**config.mk**
```make
export PLATFORM = sky130hd
export DESIGN_NAME = burst_lat_ctrl
export DESIGN_NICKNAME = d
export VERILOG_FILES = /design/src/rtl/burst_lat_pkg.sv /design/src/rtl/burst_lat_calc.sv /design/src/rtl/burst_lat_seq.sv /design/src/rtl/burst_lat_ptr.sv /design/src/rtl/burst_lat_ctrl.sv
export SDC_FILE = /design/constraint.sdc
export NUM_CORES = 1
export LEC_CHECK = 0
export BUFFER_PORTS_ARGS = -buffer_cell sky130_fd_sc_hd__buf_2
export CAP_MARGIN = 20
export CORE_MARGIN = 5
export CORE_UTILIZATION = 45
export CTS_CLUSTER_DIAMETER = 40
export DETAILED_ROUTE_END_ITERATION = 10
export PLACE_DENSITY = 0.69
export SLEW_MARGIN = 20
export SYNTH_ARGS = -nofsm -noshare
export SYNTH_HDL_FRONTEND = slang
export SYNTH_SLANG_ARGS = --single-unit
```
**constraint.sdc**
```tcl
create_clock -name clk -period 3.8 [get_ports clk]
set_input_delay 0.19 -clock clk [delete_from_list [all_inputs] [get_ports clk]]
set_output_delay 0.19 -clock clk [all_outputs]
set_load 0.02 [all_outputs]
```
**src/rtl/burst_lat_pkg.sv**
```systemverilog
package burst_lat_pkg;
    localparam int ADDR_W   = 16;
    localparam int BLK_W    = 6;
    localparam int CNT_W    = 6;
    localparam int LAT_LO   = 4;
    localparam int LAT_HI   = 5;
    localparam int XING_ADD = 2;

    typedef enum logic [1:0] {
        PH_IDLE,
        PH_WAIT,
        PH_DATA
    } phase_e;

    typedef struct packed {
        logic [CNT_W-1:0] lat;
        logic [CNT_W-1:0] words;
        logic             xing;
    } burst_req_t;

    function automatic logic [CNT_W-1:0] words_of(input logic [1:0] sel);
        logic [CNT_W-1:0] w;
        if (sel[1])      w = CNT_W'(32);
        else if (sel[0]) w = CNT_W'(16);
        else             w = CNT_W'(8);
        return w;
    endfunction
endpackage

```
**src/rtl/burst_lat_calc.sv**
```systemverilog
module burst_lat_calc
    import burst_lat_pkg::*;
#(
    parameter int BW      = BLK_W,
    parameter int CW      = CNT_W,
    parameter int L_LO    = LAT_LO,
    parameter int L_HI    = LAT_HI,
    parameter int X_ADD   = XING_ADD
) (
    input  logic [BW-1:0] start_lo,
    input  logic [1:0]    len_sel,
    input  logic          freq_hi,
    output burst_req_t    req
);
    localparam int SW = (BW > CW ? BW : CW) + 1;

    logic [SW-1:0] span_end;
    logic [CW-1:0] nwords;
    logic [CW-1:0] base;

    always_comb begin
        nwords   = words_of(len_sel);
        span_end = SW'(start_lo) + SW'(nwords);
        base     = freq_hi ? CW'(L_HI) : CW'(L_LO);
        req.words = nwords;
        req.xing  = span_end > SW'(1 << BW);
        req.lat   = base + CW'(start_lo[0]) + (req.xing ? CW'(X_ADD) : '0);
    end
endmodule

```
**src/rtl/burst_lat_seq.sv**
```systemverilog
module burst_lat_seq
    import burst_lat_pkg::*;
#(
    parameter int CW = CNT_W
) (
    input  logic       clk,
    input  logic       rst,
    input  logic       avd_n,
    input  burst_req_t req,
    output phase_e     phase,
    output logic       step
);
    logic [CW-1:0] cnt_q;
    logic [CW-1:0] words_q;

    always_ff @(posedge clk) begin
        if (rst) begin
            phase   <= PH_IDLE;
            cnt_q   <= '0;
            words_q <= '0;
        end else if (!avd_n) begin
            phase   <= PH_WAIT;
            cnt_q   <= req.lat - CW'(1);
            words_q <= req.words;
        end else begin
            case (phase)
                PH_WAIT: begin
                    if (cnt_q == '0) begin
                        phase <= PH_DATA;
                        cnt_q <= words_q - CW'(1);
                    end else begin
                        cnt_q <= cnt_q - CW'(1);
                    end
                end
                PH_DATA: begin
                    if (cnt_q == '0) phase <= PH_IDLE;
                    else             cnt_q <= cnt_q - CW'(1);
                end
                default: phase <= PH_IDLE;
            endcase
        end
    end

    assign step = avd_n && (phase == PH_DATA) && (cnt_q != '0);
endmodule

```
**src/rtl/burst_lat_ptr.sv**
```systemverilog
module burst_lat_ptr
    import burst_lat_pkg::*;
#(
    parameter int AW = ADDR_W,
    parameter int BW = BLK_W
) (
    input  logic          clk,
    input  logic          rst,
    input  logic          load,
    input  logic          step,
    input  logic [AW-1:0] start_addr,
    output logic [AW-1:0] word_addr
);
    always_ff @(posedge clk) begin
        if (rst) begin
            word_addr <= '0;
        end else if (load) begin
            word_addr <= start_addr;
        end else if (step) begin
            word_addr <= {word_addr[AW-1:BW], word_addr[BW-1:0] + BW'(1)};
        end
    end
endmodule

```
**src/rtl/burst_lat_ctrl.sv**
```systemverilog
module burst_lat_ctrl
    import burst_lat_pkg::*;
#(
    parameter int AW = ADDR_W,
    parameter int BW = BLK_W
) (
    input  logic          clk,
    input  logic          rst,
    input  logic          avd_n,
    input  logic [AW-1:0] start_addr,
    input  logic [1:0]    len_sel,
    input  logic          freq_hi,
    output logic          rdy,
    output logic [AW-1:0] word_addr
);
    burst_req_t req;
    phase_e     phase;
    logic       step;

    burst_lat_calc #(.BW(BW)) u_calc (
        .start_lo (start_addr[BW-1:0]),
        .len_sel  (len_sel),
        .freq_hi  (freq_hi),
        .req      (req)
    );

    burst_lat_seq u_seq (
        .clk   (clk),
        .rst   (rst),
        .avd_n (avd_n),
        .req   (req),
        .phase (phase),
        .step  (step)
    );

    burst_lat_ptr #(.AW(AW), .BW(BW)) u_ptr (
        .clk        (clk),
        .rst        (rst),
        .load       (!avd_n),
        .step       (step),
        .start_addr (start_addr),
        .word_addr  (word_addr)
    );

    assign rdy = (phase == PH_DATA);
endmodule

```
* Word-level counts from Yosys, hierarchy flattened
Index checks and enable logic that the tools add are counted.
Storage, ports and cells: bits in registers 30, bits in latches 0, bits in writable memories 0, bits in read-only memories 0, output and inout port bits 17, word-level logic and storage cells 46, memories 0
Operators by class: add/sub/neg operators 7, multipliers 0, div/mod/pow operators 0, magnitude comparators 1, equal/unequal tests 9, shift operators 0, multiplexer cells 14, bitwise logic cells 1, reductions and logical operators 8
Operators with widths (count):
- two-way mux 6 bit | 5
- subtractor 6 x 1 -> 6 bit, second input constant | 3
- two-way mux 16 bit | 1
- case mux 6 bit (2 select lines) | 1
- adder 6 x 6 -> 7 bit | 1
- > comparator 7 bit, second input constant | 1
- adder 6 x 1 -> 6 bit | 1
- adder 6 x 1 -> 6 bit, second input constant | 1
- adder 6 bit | 1
- zero test 6 bit | 1
- two-way mux 2 bit | 3
- != test 2 x 1 -> 1 bit, second input constant | 3
- != test 3 x 2 -> 1 bit, second input constant | 2
- AND reduction 2 bit | 3
- nonzero test 6 bit | 1
- two-way mux 5 bit | 1
- case mux 2 bit (2 select lines) | 1
- != test 3 x 1 -> 1 bit, second input constant | 1
- != test 3 bit, second input constant | 1
- equality test 2 x 1 -> 1 bit, second input constant | 1
- equality test 2 bit, second input constant | 1
- logical AND 1 bit | 2
- two-way mux 1 bit | 2
- OR reduction 2 bit | 1
- inverter 1 bit | 1

* Logic depth before layout (Yosys ltp)
depth after elaboration 8, mapped depth 10, mapped depth without buffers 10

* By module
A second synthesis with hierarchy kept.
Second synthesis, totals: cell total of the unflattened synthesis 208, area, all modules 1815.5 µm²
By module, submodules not included:
- burst_lat_seq | instances 1, cells each 116, area an instance 958.4 µm²
- burst_lat_ptr | instances 1, cells each 67, area an instance 645.6 µm²
- burst_lat_calc | instances 1, cells each 23, area an instance 193.9 µm²
- burst_lat_ctrl | instances 1, cells each 2, area an instance 17.5 µm²

* Worst setup path after synthesis
Ideal clock, no wire load.
path type input -> register, start point in len_sel[1], end point reg u_seq.cnt_q[1], library setup time 71 ps, data arrival time 1660 ps, path slack 2069 ps, cell stages on the path 10, buffers on the path 0, path through nor2_1 ha_1 fa_1 xnor2_1 nand2_1 o22ai_1 ha_1 mux2i_1 o21ai_0 a21oi_1
On the way: cells in the longest elaborated chain, start to end 7
Ends and longest elaborated chain:
- start: declaration | RTL line burst_lat_ctrl.sv:11 | input logic [1:0] len_sel,
- two-way mux 6 bit | RTL line burst_lat_pkg.sv:23 | if (sel[1]) w = CNT_W'(32);
- adder 6 x 6 -> 7 bit | RTL line burst_lat_calc.sv:23 | span_end = SW'(start_lo) + SW'(nwords);
- > comparator 7 bit | RTL line burst_lat_calc.sv:26 | req.xing = span_end > SW'(1 << BW);
- two-way mux 2 bit | RTL line burst_lat_calc.sv:27 | req.lat = base + CW'(start_lo[0]) + (req.xing ? CW'(X_ADD) : '0);
- adder 6 bit | RTL line burst_lat_calc.sv:27
- subtractor 6 x 1 -> 6 bit | RTL line burst_lat_seq.sv:23 | cnt_q <= req.lat - CW'(1);
- two-way mux 6 bit | RTL line burst_lat_seq.sv:21 | end else if (!avd_n) begin
- end signal: assignment | RTL line burst_lat_seq.sv:23
- end signal: assignment | RTL line burst_lat_seq.sv:30 | cnt_q <= words_q - CW'(1);
- end signal: assignment | RTL line burst_lat_seq.sv:32 | cnt_q <= cnt_q - CW'(1);
- end: declaration | RTL line burst_lat_seq.sv:13 | logic [CW-1:0] cnt_q;
No other way between the ends. A chain may end at the register's enable or synchronous reset.

* Worst setup path after layout
start point reg u_seq.cnt_q[0], end point reg u_ptr.word_addr[2]
On the way: cells in the longest elaborated chain, start to end 3
Ends and longest elaborated chain:
- nonzero test 6 bit | RTL line burst_lat_seq.sv:44 | assign step = avd_n && (phase == PH_DATA) && (cnt_q != '0);
- logical AND 1 bit | RTL line burst_lat_seq.sv:44
- != test 2 x 1 -> 1 bit (no line)
- end signal: assignment | RTL line burst_lat_ptr.sv:18 | word_addr <= start_addr;
- end signal: assignment | RTL line burst_lat_ptr.sv:20 | word_addr <= {word_addr[AW-1:BW], word_addr[BW-1:0] + BW'(1)};
- end: declaration | RTL line burst_lat_ptr.sv:12 | output logic [AW-1:0] word_addr
No other way between the ends.

==> impl.org <==
** Synth
- Synthesis instantiated 45 different standard cells from the library.
- Number of warnings printed during yosys synthesis :: 0
- Averaged over all synthesized cells, the footprint is 8.94 um2.
- In this run, synthesis inferred 0 flip-flops with an integrated enable.
- For this run, the leading register cell type out of synthesis is sky130_fd_sc_hd__dfxtp_1.
- Flip-flop and latch count after synthesis :: 27
- Async SR Flop Fraction :: 0
- Synthesis produced a netlist with a net count of 205.
- Synthesized area :: 1550 um2
- Counting every instance in the synthesized netlist gives 173.
- Of the synthesized area, sequential elements account for 0.350.

** Routing
- DR vias :: 1388
- After detailed routing, the total wire length is 3.69 mm.
- The first detailed-routing pass ran for 4 iterations.
- For this run, design rule violations remaining after detail routing come to 0.
- Number of DRC violations after detailed-routing iteration 0 :: 151
- After detailed routing, the number of vias per cell comes to 5.53.
- Remaining number of nets flagged by the antenna check after routing :: 0
- After detailed routing, the average wire length per cell comes to 14.7 um.

** Placement
- Port buffer count :: 38
- Post-detail-place hpwl :: 2.77 mm
- In this run the cell area measured after placement is 1750 um2.
- Placer's final routability congestion estimate :: 0.922
- Before CTS, the worst setup slack after placement is 1750 ps.
- Placed cells :: 247

** Min path
- In this run the most critical hold path is launched from start_addr[13].
- Worst min path class :: input pin to register

** Worst setup path
- Worst setup path class :: register to register
- Kind of end point of the critical path :: register
- Crit-path max FO :: 8
- The worst register-to-register path begins at u_seq.cnt_q[0].
- Critical Path Start :: u_seq.cnt_q[0]
- CP startpoint kind :: register
- Signal arrival time at the worst endpoint :: 2260 ps
- For the worst setup path, the data required time is 4050 ps.
- The worst register-to-register path has a setup slack of 1790 ps.

** Timing
- Worst hold-check slack :: 73.1 ps
- For this run, the top clock speed supported by timing is 0.497 GHz.
- Headroom to the max-slew limit came out at 0.574.
- After routing, the total negative slack on setup checks comes to 0 ps.
- Count of endpoints failing hold in the final timing report :: 0
- Final critical path time including I/O delays and setup :: 2010 ps
- At the pin with the least slew margin, the transition time is 638 ps.
- Final count of negative-setup-slack endpoints :: 0
- Setup repair after global routing left no endpoint under its margin.
- Clock tree skew after final layout :: 5.38 ps
- Across all setup checks in the final design, the least slack found is 1790 ps.
- In the finished design, the share of the clock period the worst path needs comes to 0.530.
- The number of slew-limit violations in the final report is 0.

** CTS
- No sink is reached through more buffers than the 2 on the longest clock path.
- TritonCTS built the clock tree.
- Clock-pin slew of the registers on the worst-case setup and hold paths :: 150 ps
- Post-cts repair resize count :: 0
- H-tree depth :: 1
- The root buffer cell chosen for the clock tree is sky130_fd_sc_hd__clkbuf_4.
- CTS Hold Buffers Added :: 0
- Number of clock sinks seen by CTS :: 27
- Clock buffer count from CTS :: 3
- Post-CTS setup buffer count :: 0
- At the later pin of the worst-skew pair, clock insertion delay measures 340 ps.

** Layout
- The finished cells cover 1770 um2.
- Fraction of final layout cells with drive strength greater than 1 :: 0.234
- Fin nets :: 238
- Measured on the finished design, the core utilization comes to 0.531.
- Layout fillers :: 320
- Synthesis-to-layout area growth :: 14.6%
- Diode count :: 0
- Area of combinational cells with multiple inputs :: 923 um2
- Across the whole layout, storage elements account for 541 um2.
- The finished layout holds 251 standard cells, fillers aside.

** Pwr
- Standby leakage power :: 0.788 nW
- The worst-case IR drop observed on VDD is 0.000171 V.
- Power per cell area :: 360 nW/um2
- Power consumption :: 638 uW

** Floorplan
- Die height :: 68.6 um
- Site row count :: 21
- Die width :: 68.6 um
- Initial Util :: 0.463
- The floorplan step defined a die boundary enclosing 4710 um2.
- Core area :: 3340 um2
- For this design the top-level I/O count stands at 39.

** Global routing
- Maximum number of pins on one net before global-route repair :: 30
- The number of antenna violations at the first check in global routing is 0.
- The first global-routing pass estimated 6.31 mm of wire.
- The number of global-route vias before repair is 1399.
- In the global route stage, overall resource usage came out at 0.175.
- Remaining global-route overflow :: 0

** Status
- The flow ran to the end, and the final reports show no timing, DRC or antenna violations.

** Flow run
- The tool flagged a number of max-cap violations equal to 0.
[where the power goes]
group / switching (mW) / internal, mW
Combinational: 0.101 / 0.0772
Clock: 0.0906 / 0.0397
Sequential: 0.0249 / 0.304
[routing by layer]
layer  GRT usage  share of wire
met1       0.230           0.45
met4      0.0769          0.015
met2       0.280           0.48
met3      0.0292          0.057
met5           0              0
[cells in the mapped netlist (2+ instances only)]
library cell                n  share of area
sky130_fd_sc_hd__nor3_1     3         0.0097
sky130_fd_sc_hd__nor4_1     2         0.0081
sky130_fd_sc_hd__xnor2_1    7          0.040
sky130_fd_sc_hd__buf_2      2         0.0065
sky130_fd_sc_hd__inv_1      8          0.019
sky130_fd_sc_hd__clkbuf_1   5          0.012
sky130_fd_sc_hd__ha_1       9          0.073
sky130_fd_sc_hd__a221oi_1   2          0.011
sky130_fd_sc_hd__and4_1     2          0.011
sky130_fd_sc_hd__o21ai_0    7          0.023
sky130_fd_sc_hd__nand3_1    6          0.019
sky130_fd_sc_hd__a211oi_1   8          0.039
sky130_fd_sc_hd__mux2i_1   15          0.097
sky130_fd_sc_hd__nand2b_1   4          0.016
sky130_fd_sc_hd__dfxtp_1   27           0.35
sky130_fd_sc_hd__nor2b_1    6          0.024
sky130_fd_sc_hd__a21oi_1    7          0.023
sky130_fd_sc_hd__o31ai_1    2         0.0097
sky130_fd_sc_hd__nor2_1    23          0.056
sky130_fd_sc_hd__o22ai_1    2         0.0081
sky130_fd_sc_hd__nand2_1    2         0.0049
[critical path, stage by stage (launching register included)]
cell and delay, ps:
sky130_fd_sc_hd__dfxtp_1 430, sky130_fd_sc_hd__inv_1 120, sky130_fd_sc_hd__ha_1 180, sky130_fd_sc_hd__nor2b_1 500
sky130_fd_sc_hd__a21oi_2 240, sky130_fd_sc_hd__a211o_1 330, sky130_fd_sc_hd__o2111a_1 130
[cells by family (layout without fill, tap and decap cells)]
kind of cell / count (synthesis) / in the layout / share of synthesized area
simple gates: 56 / 56 / 0.197
mux: 15 / 15 / 0.0971
xor+xnor: 7 / 7 / 0.0396
flops: 27 / 27 / 0.350
fa+ha+maj: 10 / 10 / 0.0858
compound gates: 39 / 39 / 0.178
buf+inv: 19 / 51 / 0.0534
[final timing paths]
check / endpoint / cells after the start
max reg2reg: u_ptr.word_addr[2] / 6
min: u_ptr.word_addr[13] / 3
min reg2reg: u_ptr.word_addr[10] / 2
max: u_ptr.word_addr[2] / 6
[cell type report]
class	instances	area share
sequential	27	0.305
tap	46	0.0325
timing repair buffer	38	0.107
clock inverter	1	0.00282
clock buffer	3	0.0127
multi-input combinational	127	0.521
inverter	9	0.0191
[registers in the layout, indices dropped and copies added (netlist names)]
register	count
u_ptr.word_addr	16
u_seq.cnt_q	6
u_seq.words_q	3
u_seq.phase	2
[cells in the final DEF, fill, tap and decap left out, types with 3 or more instances in the layout]
cell,synthesis,routed
sky130_fd_sc_hd__buf_2,2,38
sky130_fd_sc_hd__dfxtp_1,27,27
sky130_fd_sc_hd__nor2_1,23,23
sky130_fd_sc_hd__mux2i_1,15,15
sky130_fd_sc_hd__ha_1,9,9
sky130_fd_sc_hd__inv_1,8,8
sky130_fd_sc_hd__a211oi_1,8,8
sky130_fd_sc_hd__a21oi_1,7,7
sky130_fd_sc_hd__xnor2_1,7,7
sky130_fd_sc_hd__o21ai_0,7,7
sky130_fd_sc_hd__nor2b_1,6,6
sky130_fd_sc_hd__nand3_1,6,6
sky130_fd_sc_hd__nand2b_1,4,4
sky130_fd_sc_hd__nor3_1,3,3
sky130_fd_sc_hd__clkbuf_4,0,3
Power figures use the tool's default switching activity.
